<file path="config.mk">
export PLATFORM = sky130hd
export DESIGN_NAME = sar_seq_top
export DESIGN_NICKNAME = d
export VERILOG_FILES = /design/src/rtl/sar_seq_pkg.sv /design/src/rtl/sar_search.sv /design/src/rtl/sar_result_bank.sv /design/src/rtl/sar_chan_seq.sv /design/src/rtl/sar_seq_top.sv
export SDC_FILE = /design/constraint.sdc
export NUM_CORES = 1
export LEC_CHECK = 0
export BUFFER_PORTS_ARGS = -buffer_cell sky130_fd_sc_hd__buf_2
export CAP_MARGIN = 30
export CORE_ASPECT_RATIO = 1.2
export CORE_MARGIN = 1
export CORE_UTILIZATION = 40
export CTS_BUF_LIST = sky130_fd_sc_hd__clkbuf_8
export DETAILED_ROUTE_END_ITERATION = 12
export GPL_ROUTABILITY_DRIVEN = 0
export PLACE_DENSITY_LB_ADDON = 0.08
export SLEW_MARGIN = 20
export SYNTH_ARGS = -nofsm -noshare
export SYNTH_HDL_FRONTEND = slang
export SYNTH_SLANG_ARGS = --single-unit
</file>
<file path="constraint.sdc">
create_clock -name clk -period 4.75 [get_ports clk]
set_input_delay 0 -clock clk [delete_from_list [all_inputs] [get_ports clk]]
set_output_delay 0 -clock clk [all_outputs]
set_load 0.05 [all_outputs]
</file>
<file path="src/rtl/sar_seq_pkg.sv">
package sar_seq_pkg;
  // bit 1 selects scanning a channel range, bit 0 selects looping
  typedef enum logic [1:0] {
    MODE_ONE       = 2'd0,
    MODE_ONE_LOOP  = 2'd1,
    MODE_SCAN      = 2'd2,
    MODE_SCAN_LOOP = 2'd3
  } sar_mode_e;

  typedef enum logic [1:0] {
    ST_IDLE   = 2'd0,
    ST_SAMPLE = 2'd1,
    ST_DECIDE = 2'd2
  } sar_state_e;
endpackage

</file>
<file path="src/rtl/sar_search.sv">
module sar_search #(
  parameter int RES = 12
) (
  input  logic           clk,
  input  logic           rst_n,
  input  logic           load_i,
  input  logic           cmp_i,
  output logic [RES-1:0] trial_o,
  output logic           fin_o,
  output logic [RES-1:0] result_o
);
  localparam int IW = $clog2(RES);

  logic [RES-1:0] code_q;
  logic [IW-1:0]  idx_q;
  logic           active_q;
  logic [RES-1:0] mask;
  logic [RES-1:0] code_nxt;

  always_comb begin
    mask     = {{(RES-1){1'b0}}, 1'b1} << idx_q;
    trial_o  = active_q ? (code_q | mask) : '0;
    code_nxt = cmp_i ? code_q : (code_q | mask);
    fin_o    = active_q && (idx_q == '0);
    result_o = code_nxt;
  end

  always_ff @(posedge clk or negedge rst_n) begin
    if (!rst_n) begin
      code_q   <= '0;
      idx_q    <= '0;
      active_q <= 1'b0;
    end else if (load_i) begin
      code_q   <= '0;
      idx_q    <= IW'(RES-1);
      active_q <= 1'b1;
    end else if (active_q) begin
      code_q <= code_nxt;
      if (idx_q == '0) active_q <= 1'b0;
      else             idx_q    <= idx_q - 1'b1;
    end
  end
endmodule

</file>
<file path="src/rtl/sar_result_bank.sv">
module sar_result_bank #(
  parameter int RES = 12,
  parameter int NCH = 8
) (
  input  logic                   clk,
  input  logic                   rst_n,
  input  logic                   we_i,
  input  logic [$clog2(NCH)-1:0] wch_i,
  input  logic [RES-1:0]         wdata_i,
  input  logic [$clog2(NCH)-1:0] rd_ch_i,
  output logic [RES-1:0]         rd_data_o
);
  logic [RES-1:0] slot_q [NCH];

  for (genvar g = 0; g < NCH; g++) begin : g_slot
    always_ff @(posedge clk or negedge rst_n) begin
      if (!rst_n)                     slot_q[g] <= '0;
      else if (we_i && wch_i == g)    slot_q[g] <= wdata_i;
    end
  end

  assign rd_data_o = slot_q[rd_ch_i];
endmodule

</file>
<file path="src/rtl/sar_chan_seq.sv">
module sar_chan_seq
  import sar_seq_pkg::*;
#(
  parameter int NCH = 8
) (
  input  logic                   clk,
  input  logic                   rst_n,
  input  logic                   start_i,
  input  logic                   stop_i,
  input  logic [1:0]             mode_i,
  input  logic [$clog2(NCH)-1:0] first_i,
  input  logic [$clog2(NCH)-1:0] last_i,
  input  logic                   fin_i,
  output logic                   sample_o,
  output logic [$clog2(NCH)-1:0] chan_o,
  output logic                   busy_o,
  output logic                   done_o,
  output logic                   pass_done_o
);
  localparam int CHW = $clog2(NCH);

  sar_state_e     state_q;
  sar_mode_e      mode_q;
  logic [CHW-1:0] first_q, last_q, chan_q;
  logic           stop_pend_q, done_q, pass_q;
  logic           is_scan, is_loop, pass_end, halt;
  logic [CHW-1:0] chan_inc;

  always_comb begin
    is_scan  = mode_q[1];
    is_loop  = mode_q[0];
    pass_end = !is_scan || (chan_q == last_q);
    halt     = stop_pend_q || stop_i || (!is_loop && pass_end);
    chan_inc = (chan_q == CHW'(NCH-1)) ? '0 : chan_q + 1'b1;
  end

  always_ff @(posedge clk or negedge rst_n) begin
    if (!rst_n) begin
      state_q     <= ST_IDLE;
      mode_q      <= MODE_ONE;
      first_q     <= '0;
      last_q      <= '0;
      chan_q      <= '0;
      stop_pend_q <= 1'b0;
      done_q      <= 1'b0;
      pass_q      <= 1'b0;
    end else begin
      done_q <= 1'b0;
      pass_q <= 1'b0;
      case (state_q)
        ST_IDLE: begin
          if (start_i) begin
            mode_q      <= sar_mode_e'(mode_i);
            first_q     <= first_i;
            last_q      <= last_i;
            chan_q      <= first_i;
            stop_pend_q <= 1'b0;
            state_q     <= ST_SAMPLE;
          end
        end
        ST_SAMPLE: begin
          if (stop_i) stop_pend_q <= 1'b1;
          state_q <= ST_DECIDE;
        end
        ST_DECIDE: begin
          if (stop_i) stop_pend_q <= 1'b1;
          if (fin_i) begin
            done_q <= 1'b1;
            pass_q <= is_scan && pass_end;
            if (halt) begin
              state_q     <= ST_IDLE;
              stop_pend_q <= 1'b0;
            end else begin
              state_q <= ST_SAMPLE;
              if (is_scan) chan_q <= pass_end ? first_q : chan_inc;
            end
          end
        end
        default: state_q <= ST_IDLE;
      endcase
    end
  end

  assign sample_o    = (state_q == ST_SAMPLE);
  assign busy_o      = (state_q != ST_IDLE);
  assign chan_o      = chan_q;
  assign done_o      = done_q;
  assign pass_done_o = pass_q;
endmodule

</file>
<file path="src/rtl/sar_seq_top.sv">
module sar_seq_top #(
  parameter int RES = 12,
  parameter int NCH = 8
) (
  input  logic                   clk,
  input  logic                   rst_n,
  input  logic                   start_i,
  input  logic                   stop_i,
  input  logic [1:0]             mode_i,
  input  logic [$clog2(NCH)-1:0] first_ch_i,
  input  logic [$clog2(NCH)-1:0] last_ch_i,
  input  logic                   cmp_i,
  output logic [RES-1:0]         trial_o,
  output logic                   sample_o,
  output logic [$clog2(NCH)-1:0] chan_o,
  output logic                   busy_o,
  output logic                   done_o,
  output logic                   pass_done_o,
  input  logic [$clog2(NCH)-1:0] rd_ch_i,
  output logic [RES-1:0]         rd_data_o
);
  logic           fin;
  logic [RES-1:0] result;

  sar_chan_seq #(.NCH(NCH)) u_seq (
    .clk         (clk),
    .rst_n       (rst_n),
    .start_i     (start_i),
    .stop_i      (stop_i),
    .mode_i      (mode_i),
    .first_i     (first_ch_i),
    .last_i      (last_ch_i),
    .fin_i       (fin),
    .sample_o    (sample_o),
    .chan_o      (chan_o),
    .busy_o      (busy_o),
    .done_o      (done_o),
    .pass_done_o (pass_done_o)
  );

  sar_search #(.RES(RES)) u_search (
    .clk      (clk),
    .rst_n    (rst_n),
    .load_i   (sample_o),
    .cmp_i    (cmp_i),
    .trial_o  (trial_o),
    .fin_o    (fin),
    .result_o (result)
  );

  sar_result_bank #(.RES(RES), .NCH(NCH)) u_bank (
    .clk       (clk),
    .rst_n     (rst_n),
    .we_i      (fin),
    .wch_i     (chan_o),
    .wdata_i   (result),
    .rd_ch_i   (rd_ch_i),
    .rd_data_o (rd_data_o)
  );
endmodule

</file>
---- Yosys cells after proc, flatten, opt, wreduce, memory -nomap -nowiden ----
Cells that the tools add are included.
storage, ports and cells
  flip-flop bits (word level) ............. 129
  bits of input ports ..................... 16
  output and inout port bits .............. 31
  logic and storage cells ................. 101
operators by class
  add/subtract/negate cells ............... 2
  $lt $le $gt $ge ......................... 1
  eq/ne operators ......................... 15
  shift operators ......................... 1
  muxes and demuxes ....................... 33
  bitwise logic cells ..................... 2
  reductions and logical operators ........ 28
operators by type and width
  operator                                               count
  2-to-1 mux 12 bit                                      6
  binary-select mux 12 bit (select 3 bit)                1
  2-to-1 mux 3 bit                                       6
  == test 3 bit, second input constant                   4
  2-to-1 mux 1 bit                                       12
  2-to-1 mux 4 bit                                       3
  bitwise OR 12 bit                                      1
  << shifter 1 x 4 -> 12 bit, first input constant       1
  logical AND 1 bit                                      11
  AND reduction 2 bit                                    4
  == test 3 x 2 -> 1 bit, second input constant          2
  inequality test 2 bit, second input constant           3
  case mux 2 bit (3 select lines)                        1
  case mux 3 bit (2 select lines)                        1
  nonzero test 2 bit                                     3
  AND reduction 5 bit                                    1
  >= comparator 4 bit, second input constant             1
  zero test 4 bit                                        1
  2-to-1 mux 2 bit                                       2
  inequality test 2 x 1 -> 1 bit, second input constant  2
  NOT 3 -> 4 bit                                         1
  subtractor 4 x 1 -> 4 bit, second input constant       1
  adder 3 x 1 -> 3 bit, second input constant            1
  == test 3 x 1 -> 1 bit, second input constant          1
  9 further kinds                                        12

---- Logic depth before layout (Yosys ltp) ----
Gate-level depths: netlist (run 1).
  word-level depth ........................ 7
  gate-level depth with buffers ........... 9
  mapped depth without buffers ............ 6

---- Modules after synthesis ----
From an unflattened synthesis (run 1), not the netlist that was laid out.
second synthesis, totals
  cell total of the unflattened synthesis .. 457
  area total of the unflattened synthesis .. 6422.4 µm²
by module, submodules not included
  module           instances  cells an instance  area an instance (µm²)  sequential area each (µm²)
  sar_result_bank  1          251                4414.2                  2402.3
  sar_search       1          119                1058.5                  425.4
  sar_chan_seq     1          87                 949.7                   400.4

---- Least setup slack after synthesis (run 1) ----
No wires, ideal clock.
  path type ............................... register to output
  start point ............................. reg u_search.idx_q[0]
  end point ............................... out trial_o[0]
  data arrival time ....................... 2.421 ns
  required time ........................... 4.750 ns
  setup slack ............................. 2.329 ns
  cell stages (with the launch flop) ...... 5
  buffers on the path ..................... 0
  cell sequence ........................... dfrtp_1 -> inv_1 -> ha_1 -> or3b_2 -> a21boi_0
on the way
  longest elaborated chain between the ends .. 3
ends and longest elaborated chain
  what                        line               RTL
  from (decl)                 sar_search.sv:15   logic [IW-1:0] idx_q;
  from (signal assigned)      sar_search.sv:35   idx_q <= IW'(RES-1);
  from (signal assigned)      sar_search.sv:40   else idx_q <= idx_q - 1'b1;
  << shifter 1 x 4 -> 12 bit  sar_search.sv:21   mask = {{(RES-1){1'b0}}, 1'b1} << idx_q;
  bitwise OR 12 bit           sar_search.sv:22   trial_o = active_q ? (code_q | mask) : '0;
  2-to-1 mux 12 bit           sar_search.sv:22
  to (decl)                   sar_seq_top.sv:13  output logic [RES-1:0] trial_o,
Every way passes these cells.

---- Worst setup path in the final report (run 1) ----
  start point ............................. reg u_search.idx_q[0]
  end point ............................... reg u_bank.slot_q[0] (netlist bit)
on the way
  longest elaborated chain between the ends .. 3
  elaborated cells on any way between the ends .. 6
  classes of those cells .................. 1 x shift; 1 x mux; 1 x bitwise; 3 x reduce/logical
ends and longest elaborated chain
  what                                                           line                                     RTL
  << shifter 1 x 4 -> 12 bit or zero test 4 bit (tied branches)  sar_search.sv:21, sar_search.sv:24
  bitwise OR 12 bit or logical AND 1 bit (tied branches)         sar_search.sv:23, sar_search.sv:24
  2-to-1 mux 12 bit or logical AND 1 bit (tied branches)         sar_search.sv:23, sar_result_bank.sv:18
  to (signal, indexed assignment)                                sar_result_bank.sv:18                    else if (we_i && wch_i == g) slot_q[g] <= wdata_i;
  to (decl)                                                      sar_result_bank.sv:13                    logic [RES-1:0] slot_q [NCH];
Several ways; a longest one is shown, not always the timed one.
A chain may end at the register's enable or synchronous reset.

==> impl_metrics.toml, run 1 <==
[floorplan]
core-area_sq_um = 15100
die_h_um = 138
rows = 49
ios = 47
start_util_pct = 41.1
die_area_sq_um = 16000
die_x_um = 116

[timing]
skew_ns = 0.00668
timing.fmax_mhz = 396
hold_slack_ns = 0.193
tns_ns = 0
finalSetupViolations = 0
period_minus_slack_ns = 2.53
tightest_slew_ns = 0.916
drv_slew = 0
timing_hold_violations_final = 0
slew_headroom_pct = 39.0
period_share_pct = 53.2
rsz0062_at_grt = "false"

[worst_setup_path]
r2r_cells = 7
worstPathRequired_ns = 5.12
worst_ep_arrival_time_ns = 2.90
rr_endpoint = "u_bank.slot_q[0]"
worstSetupPathType = "register to register"
reg2reg_slack_ns = 2.22
r2r-start = "u_search.idx_q[0]"
worst-path-max-fanout = 13
end_kind = "register"
worstSetupStartpointType = "register"

[yosys]
synth_common_cells = "dfrtp_1, nand2_1, o21ai_0, nor2_1, a21oi_1"
syn-num-nets = 595
synth_area_sq_um = 6200
syn_inst = 564
ys_top_cells_by_area = "dfrtp_1, mux4_2, o21ai_0"
synth_edf_count = 0
yosysMostFrequentCell = "dfrtp_1"
synth-seq-cells = 129
netlist.area_leader.share_pct = 52.1
syn_avg_cell_area_sq_um = 11.0
synthArstFlopShare_pct = 100
synth-main-ff-cell = "dfrtp_1"
yosys.area.top_type = "dfrtp_1"
seq_area_frac_synth_pct = 52.1
ys_warn_count = 0
synth_cell_types = 43

[placement]
dpl.hpwl_mm = 9.24
port-buffer-count = 46

[route]
firstDrtPassIters = 4
via_count = 4251
highest_layer = "met4"
drt_iter0_markers = 231
drc = 0
wl_per_cell_um = 16.9
routed_wl_mm = 13.9
avgViaCountPerCell = 5.15
drt-met1-wl_mm = 6.26
detail-route-antenna-nets = 0
wl_met2_mm = 7.01
wl_met3_um = 440

[clock_network]
clk_latency_ns = 0.44
cts_tree = "done"
cts.reportedPaths.clkPinSlew_ns = 0.07
cts_root_buf = "clkbuf_8"
htree_levels = 4
clockBufferDepth = 2
cts.sinks = 129
cts_buffers = 17
postCtsSetupBuffers = 0

[cells_and_area]
area_growth_pct = 13.7
diodes = 0
final_nets = 642
layout-drive-gt1-share_pct = 24.6
final_core_util_pct = 46.7
fill_cells = 1447

[min_path]
hold_class = "input pin to async pin"

[global_route]
grt_pass1_vias = 4330
grt_pass1_wl_mm = 22.7
grt_max_degree = 69
grt_util_all_layers_pct = 19.0
antenna_found_initial = 0
gr-total-overflow = 0

[power]
power_density_nw_per_um2 = 621
power_leakage_uw = 0.00308
vdd_drop_max_mv = 0.339

[flow_run]
maxCapViolations = 0

[status]
status = "complete, no violations"
-- repair_timing --
item	4_1_cts	5_1_grt
hold endpoints to repair	74	0
gates resized for setup	0	0
hold buffers	12	0
-- critical path: stages (launching register included) --
cell,delay (ns)
dfrtp_1,0.41
inv_1,0.15
ha_1,0.32
and4bb_4,0.41
and2_1,0.63
buf_4,0.36
nor2_1,0.07
a21oi_2,0.10
-- placed cells by master (no fill, tap or decap), types with 17 or more instances in the layout --
cell type  synthesis  layout
mux4_2            24      24
mux2_2            21      21
dfrtp_1          129     129
nor2_1            39      39
a21oi_1           38      38
o21ai_0           69      69
nand2_1           76      76
buf_2             12      45
clkbuf_8           0      22
nor2b_1           17      17
-- where the power goes --
part           switching (uW)  leakage (uW)  internal (uW)
logic                    1100       0.00154            650
clock network             402      0.000203            469
registers                 291       0.00134           1460
total                    1790       0.00308           2580
-- state kept, by name (all words and copies together), names as in the netlist --
signal / cells
u_search.code_q: 12
u_bank.slot_q: 96
u_search.idx_q: 4
u_seq.stop_pend_q: 1
u_seq.pass_done_o: 1
u_search.active_q: 1
u_seq.done_o: 1
u_seq.chan_o: 3
u_seq.mode_q: 2
u_seq.last_q: 3
u_seq.first_q: 3
u_seq.state_q: 2
-- layout make-up --
cell class / instances / area, sq um / share of cell area (%)
clock buffer: 22 / 303 / 4.30
inverter: 13 / 48.8 / 0.693
timing repair buffer: 62 / 423 / 6.00
sequential: 129 / 3230 / 45.8
tap: 204 / 255 / 3.62
multi-input combinational: 388 / 2720 / 38.7
clock inverter: 8 / 62.6 / 0.888
-- worst max path at each step --
stage,startpoint,to,slack (ns),cells past startpoint
after floorplan,u_search.idx_q[0],trial_o[0],2.33,4
after global placement,u_search.idx_q[0],u_bank.slot_q[0],2.30,7
after detailed placement,u_search.idx_q[0],u_bank.slot_q[0],2.20,7
after CTS,u_search.idx_q[0],u_bank.slot_q[0],2.19,7
after global routing,u_search.active_q,u_bank.slot_q[0],2.00,5
final,u_search.idx_q[0],u_bank.slot_q[0],2.22,7
-- metal layers --
layer / vias up / global-route usage (%)
met3: 21 / 3.90
li1: 2057 / -
met1: 2094 / 24.4
met5: - / 0
met4: 0 / 7.49
met2: 79 / 31.2
-- logic make-up after synthesis --
| logic type | share of synthesized area, % |
|---|---|
| buf+inv | 3.94 |
| flops | 52.1 |
| mux | 13.0 |
| compound gates | 13.1 |
| simple gates | 13.5 |
| fa+ha+maj | 3.03 |
| xor+xnor | 1.27 |
-- per-stage QoR --
| stage | cells | power [uW] | cell area [sq um] | worst slack [ns] |
|---|---|---|---|---|
| finish | 826 | 4370 | 7040 | 2.22 |
| global route | 826 | 4680 | 7040 | 2.00 |
| CTS | 824 | 4430 | 6990 | 2.19 |
| detailed placement | 782 | 3530 | 6500 | 2.20 |
| global placement | 782 | 3490 | 6500 | 2.30 |
| floorplan | 564 | 3100 | 6200 | 2.33 |
Power figures use the tool's default switching activity.
==> run 2, diff against run 1 <==
--- a/config.mk
+++ b/config.mk
@@ -5,6 +5,7 @@
 export SDC_FILE = /design/constraint.sdc
 export NUM_CORES = 1
 export LEC_CHECK = 0
+export ABC_AREA = 1
 export BUFFER_PORTS_ARGS = -buffer_cell sky130_fd_sc_hd__buf_2
 export CAP_MARGIN = 30
 export CORE_ASPECT_RATIO = 1.2
==> constraint.sdc (replaced) <==
create_clock -name clk -period 2.4 [get_ports clk]
set_input_delay 0 -clock clk [delete_from_list [all_inputs] [get_ports clk]]
set_output_delay 0 -clock clk [all_outputs]
set_load 0.05 [all_outputs]
==> run 2 against run 1 <==
Effect of this change: global-route usage rose by 2.3 points; area after synthesis is 3.6% higher; sequential cell count unchanged; sequential power grew 90%; worst setup slack worse by 2.0 ns; final area increased by 6.0%; largest power group is now combinational cells; non-clock buffer count up 23.
==> impl_metrics.toml, run 2 <==
[status]
status = "complete, no violations"

[worst_setup_path]
worstPathRequired_ns = 2.74
worstSetupStartpointType = "register"
r2r-start = "u_search.idx_q[0]"
cp_num_cells = 11
worst_ep_arrival_time_ns = 2.51
worstSetupPathType = "register to register"
reg2reg_slack_ns = 0.22
crit_top_cell = "nand2_1"
worstSetupStartpoint = "u_search.idx_q[0]"
crit_slowest_cell = "dfrtp_1"
critPathMaxStageDelay_ns = 0.41
worst-path-max-fanout = 8
path_cells = "inv_1 > ha_1 > inv_1 > nor3_4 > nand2_2 > nand2_1 > o21ai_1 > a21oi_1 > nand2_1 > nand2_1 > nand2_1"
r2r_cells = 11
critPathTopFamily = "simple AND/OR/NAND/NOR gates"
rr_endpoint = "u_seq.chan_o[2]"
end_kind = "register"
crit_buf_inv = 2

[route]
drc = 0
firstDrtPassIters = 4
via_count = 5288
wl_per_cell_um = 15.6
avgViaCountPerCell = 5.02
drt_iter0_markers = 248
routed_wl_mm = 16.4
detail-route-antenna-nets = 0

[yosys]
synthArstFlopShare_pct = 100
ys_top_cells_by_area = "dfrtp_1, o21ai_0, nand2_1"
synth-seq-cells = 129
ys_warn_count = 0
synth_cell_types = 30
netlist.area_leader.share_pct = 50.3
syn_avg_cell_area_sq_um = 8.35
syn-num-nets = 800
yosys.area.top_type = "dfrtp_1"
synth-main-ff-cell = "dfrtp_1"
synth_area_sq_um = 6420
yosysMostFrequentCell = "dfrtp_1"
syn_inst = 769
seq_area_frac_synth_pct = 50.3
synth_edf_count = 0
synth_common_cells = "dfrtp_1, nand2_1, o21ai_0, inv_1, a21oi_1"

[timing]
hold_slack_ns = 0.0613
finalSetupViolations = 0
period_minus_slack_ns = 2.18
period_share_pct = 90.7
slew_headroom_pct = 45.5
drv_slew = 0
timing.fmax_mhz = 460
tightest_slew_ns = 0.817
skew_ns = 0.00794
rsz0062_at_grt = "false"
tns_ns = 0
timing_hold_violations_final = 0

[floorplan]
rows = 50
die_area_sq_um = 16600
ios = 47
core-area_sq_um = 15600
die_h_um = 141
start_util_pct = 41.0
die_x_um = 118

[cells_and_area]
final_core_util_pct = 47.7
diodes = 0
top_register = "u_bank.slot_q"
final_cell_mix = "dfrtp_1, nand2_1, o21ai_0"
final_common_cell = "dfrtp_1"
fill_cells = 1570
final_nets = 864
layout-drive-gt1-share_pct = 14.4
largest_register_ff_count = 96
area_growth_pct = 16.3
regArea_sq_um = 3230
multiInputGateArea_sq_um = 2610
reg_top3 = "u_bank.slot_q x96, u_search.code_q x12, u_search.idx_q x4"
layout.cells.non_filler = 1053

[power]
power.internal_uw = 4920
p_clk_share_pct = 21.3
p_seq_share_pct = 39.3
power_density_nw_per_um2 = 1130
swShare_pct = 41.8
vdd_drop_max_mv = 0.738
power_leakage_uw = 0.00362
p_comb_share_pct = 39.4
p_switching_uw = 3540

[clock_network]
cts_buffers = 17
cts_tree = "done"
postCtsSetupBuffers = 0
clockBufferDepth = 2
cts_root_buf = "clkbuf_8"
htree_levels = 4
cts.sinks = 129
cts_resized = 0
hold_buffers = 13
cts.reportedPaths.clkPinSlew_ns = 0.07
clk_latency_ns = 0.44

[min_path]
holdPathEnd = "u_bank.slot_q[33]"
min_path_cells = 4
hold_class = "input pin to register"
hold_start = "cmp_i"

[global_route]
grt_pass1_wl_mm = 27.2
grt_pass1_vias = 5337
grt_max_degree = 78
grt_util_all_layers_pct = 21.3
antenna_found_initial = 0
gr-total-overflow = 0

[placement]
port-buffer-count = 46
dpl.hpwl_mm = 11.1
placed_cells = 1009

[flow_run]
maxCapViolations = 0
==> run 2: cell count changes after synthesis, moves of 28 or more <==
| cell | before | now |
|---|---|---|
| nand2_1 | 76 | 128 |
| o21a_1 | 0 | 28 |
| o21ai_0 | 69 | 107 |
| inv_1 | 13 | 98 |
| a21oi_1 | 38 | 85 |
| nor2_1 | 39 | 68 |
==> run 2: cell families after synthesis <==
kind of cell,count (synthesis),synth area share (%)
compound gates,252,21.6
simple gates,232,15.8
buf+inv,139,9.08
flops,129,50.3
fa+ha+maj,15,2.92
xor+xnor,1,0.136
mux,1,0.175
==> run 2: routing by layer <==
layer,up-vias,share of wire [%],GRT usage (%)
li1,2635,-,-
met5,-,0,0
met4,0,1.0,6.82
met1,2552,45,26.1
met2,83,51,37.9
met3,18,3.0,3.88
==> run 2: cell type report <==
cell class | instances | share of cell area, %
timing repair buffer | 85 | 8.36
sequential | 129 | 43.2
tap | 208 | 3.49
multi-input combinational | 501 | 34.9
inverter | 99 | 4.98
clock inverter | 11 | 1.32
clock buffer | 20 | 3.69
==> run 2: worst max path at each step <==
| stage | endpoint | slack (ns) |
|---|---|---|
| 5_1_grt | u_seq.chan_o[0] | 0.002 |
| 4_1_cts | u_seq.chan_o[2] | 0.23 |
| 6_report | u_seq.chan_o[2] | 0.22 |
| 2_1_floorplan | u_seq.chan_o[2] | 0.55 |
| 3_3_place_gp | u_seq.chan_o[2] | 0.34 |
| 3_5_place_dp | u_seq.chan_o[2] | 0.23 |
==> run 2: per-stage QoR <==
step	total power [uW]	setup slack, ns	area [sq um]
floorplan	5760	0.551	6420
global placement	6610	0.336	6960
detailed placement	6690	0.234	6960
CTS	8540	0.228	7470
global route	9090	0.00214	7470
finish	8450	0.224	7470
==> run 2: tightest hold or removal path, cell delays in order <==
cell	delay, ns
buf_2	0.13
o21ai_1	0.17
nand2_1	0.10
o21ai_0	0.06
==> run 2: power groups by stage <==
| stage | Combinational [uW] | Sequential (uW) | Clock (uW) |
|---|---|---|---|
| 2_1_floorplan | 2460 | 3300 | 0 |
| 3_3_place_gp | 3260 | 3350 | 0 |
| 3_5_place_dp | 3320 | 3370 | 0 |
| 4_1_cts | 3370 | 3330 | 1850 |
| 5_1_grt | 3740 | 3410 | 1940 |
| 6_report | 3330 | 3320 | 1800 |
==> run 3, diff against run 2 <==
--- a/config.mk
+++ b/config.mk
@@ -11,9 +11,10 @@
 export CORE_ASPECT_RATIO = 1.2
 export CORE_MARGIN = 1
 export CORE_UTILIZATION = 40
-export CTS_BUF_LIST = sky130_fd_sc_hd__clkbuf_8
+export CTS_BUF_LIST = sky130_fd_sc_hd__clkbuf_4
 export DETAILED_ROUTE_END_ITERATION = 12
 export GPL_ROUTABILITY_DRIVEN = 0
+export MAX_ROUTING_LAYER = met4
 export PLACE_DENSITY_LB_ADDON = 0.08
 export SLEW_MARGIN = 20
 export SYNTH_ARGS = -nofsm -noshare
==> run 3 against run 2 <==
Effect of this change: non-clock buffer count grew 5; die area is the same; count of clock-buffer cells in the layout grew 2; worst setup slack lost 0.062 ns; sequential cell count is the same; clock skew grew 0.0042 ns; highest routed layer unchanged; via count grew 0.78%.
==> impl_metrics.toml, run 3 (same netlist as run 2, synthesis figures left out) <==
[status]
status = "complete, no violations"

[route]
detail-route-antenna-nets = 0
firstDrtPassIters = 4
drc = 0
wl_per_cell_um = 15.6
routed_wl_mm = 16.5
avgViaCountPerCell = 5.03
drt_iter0_markers = 257
via_count = 5329

[cells_and_area]
area_growth_pct = 15.4
final_nets = 869
largest_register_ff_count = 96
final_cell_mix = "dfrtp_1, nand2_1, o21ai_0"
fill_cells = 1584
stdcell_area_sq_um = 7410
layout-drive-gt1-share_pct = 14.7
final_common_cell = "dfrtp_1"
top_register = "u_bank.slot_q"
reg_top3 = "u_bank.slot_q x96, u_search.code_q x12, u_search.idx_q x4"
final_core_util_pct = 47.4

[timing]
timing.fmax_mhz = 447
tightest_slew_ns = 0.802
period_share_pct = 93.3
period_minus_slack_ns = 2.24
finalSetupViolations = 0
slew_headroom_pct = 46.6
timing_hold_violations_final = 0
skew_ns = 0.0122
hold_slack_ns = 0.0562
drv_slew = 0

[floorplan]
die_x_um = 118
ios = 47
die_area_sq_um = 16600
start_util_pct = 41.0
core-area_sq_um = 15600
die_h_um = 141
rows = 50

[worst_setup_path]
worstSetupStartpointType = "register"
worst-path-max-fanout = 7
worst_ep_arrival_time_ns = 2.73
r2r-start = "u_seq.state_q[0]"
worstPathRequired_ns = 2.89
reg2reg_slack_ns = 0.16
worstSetupPathType = "register to register"
crit_end = "u_seq.mode_q[1]"
rr_endpoint = "u_seq.mode_q[1]"
r2r_cells = 7
end_kind = "register"
worstSetupStartpoint = "u_seq.state_q[0]"

[min_path]
hold_class = "input pin to async pin"

[global_route]
grt_pass1_vias = 5375
antenna_found_initial = 1
gr-total-overflow = 0
grt_util_all_layers_pct = 22.1
grt_max_degree = 78
grt_pass1_wl_mm = 27.3

[flow_run]
maxCapViolations = 0

[placement]
dpl_cell_area_sq_um = 6960
port-buffer-count = 46
dpl.hpwl_mm = 11.1

[clock_network]
clk_latency_ns = 0.55
cts_tree = "done"
cts_buffers = 17
htree_levels = 4
clockBufferDepth = 2
cts.sinks = 129
cts_root_buf = "clkbuf_4"
cts.reportedPaths.clkPinSlew_ns = 0.10

[power]
power_density_nw_per_um2 = 1100
vdd_drop_max_mv = 0.702
power_leakage_uw = 0.00358
## run 3: cell types whose count changed in the layout (fill, tap and decap cells not counted), sizes merged
cell / before / now
clkinv: 4 / 7
buf: 72 / 71
diode: 0 / 1
inv: 104 / 99
clkbuf: 20 / 23
dlygate4sd3: 13 / 18
## run 3: repair_timing
item,in CTS,in global routing
hold buffers,18,0
setup endpoints to repair,0,3
resized for setup,0,2
setup buffers,0,0
hold endpoints to repair,138,0
## run 3: stage by stage
step	instances	worst slack, ns	setup TNS [ns]	power (uW)
2_1_floorplan	769	0.551	0	5760
3_3_place_gp	1009	0.336	0	6610
3_5_place_dp	1009	0.234	0	6690
4_1_cts	1058	0.118	0	8200
5_1_grt	1059	-0.00659	-0.00659	8750
6_report	1059	0.162	0	8120
## run 3: how the worst min path moves through the flow
stage	from	end	cells after the start	slack [ns]
after floorplan	rst_n	u_bank.slot_q[0]	0	-0.30
after global placement	rst_n	u_bank.slot_q[35]	1	0.1
after detailed placement	rst_n	u_bank.slot_q[34]	1	0.1
after CTS	rst_n	u_bank.slot_q[35]	2	0.06
after global routing	rst_n	u_bank.slot_q[35]	2	0.09
final	rst_n	u_bank.slot_q[35]	2	0.06
## run 3: worst max-delay path, stage by stage, from the launching register on
cell and delay [ns]:
dfrtp_1 0.41, inv_1 0.08, ha_1 0.24, nand2_2 0.15, nor2_1 0.05, dlygate4sd3_1 0.55, a21oi_1 0.14, dlygate4sd3_1 0.57
## run 3: area by class of cell
| class | instances | area, sq um | share of cell area (%) |
|---|---|---|---|
| antenna | 1 | 2.50 | 0.0338 |
| clock inverter | 9 | 91.3 | 1.23 |
| sequential | 129 | 3230 | 43.6 |
| clock buffer | 22 | 165 | 2.23 |
| tap | 208 | 260 | 3.51 |
| timing repair buffer | 90 | 677 | 9.14 |
| multi-input combinational | 501 | 2610 | 35.2 |
| inverter | 99 | 372 | 5.02 |
## run 3: metal layers
layer  global-route usage [%]  up-vias  wire length (um)
met4                     6.61        0               210
met5                        -        -                 0
met1                     26.2     2574              7470
met2                     38.0       89              8400
li1                         -     2648                 -
met3                     4.29       18               465
## run 3: where the power goes
| group | internal (uW) | switching, uW |
|---|---|---|
| registers | 2910 | 413 |
| logic | 1060 | 2310 |
| clock network | 652 | 778 |
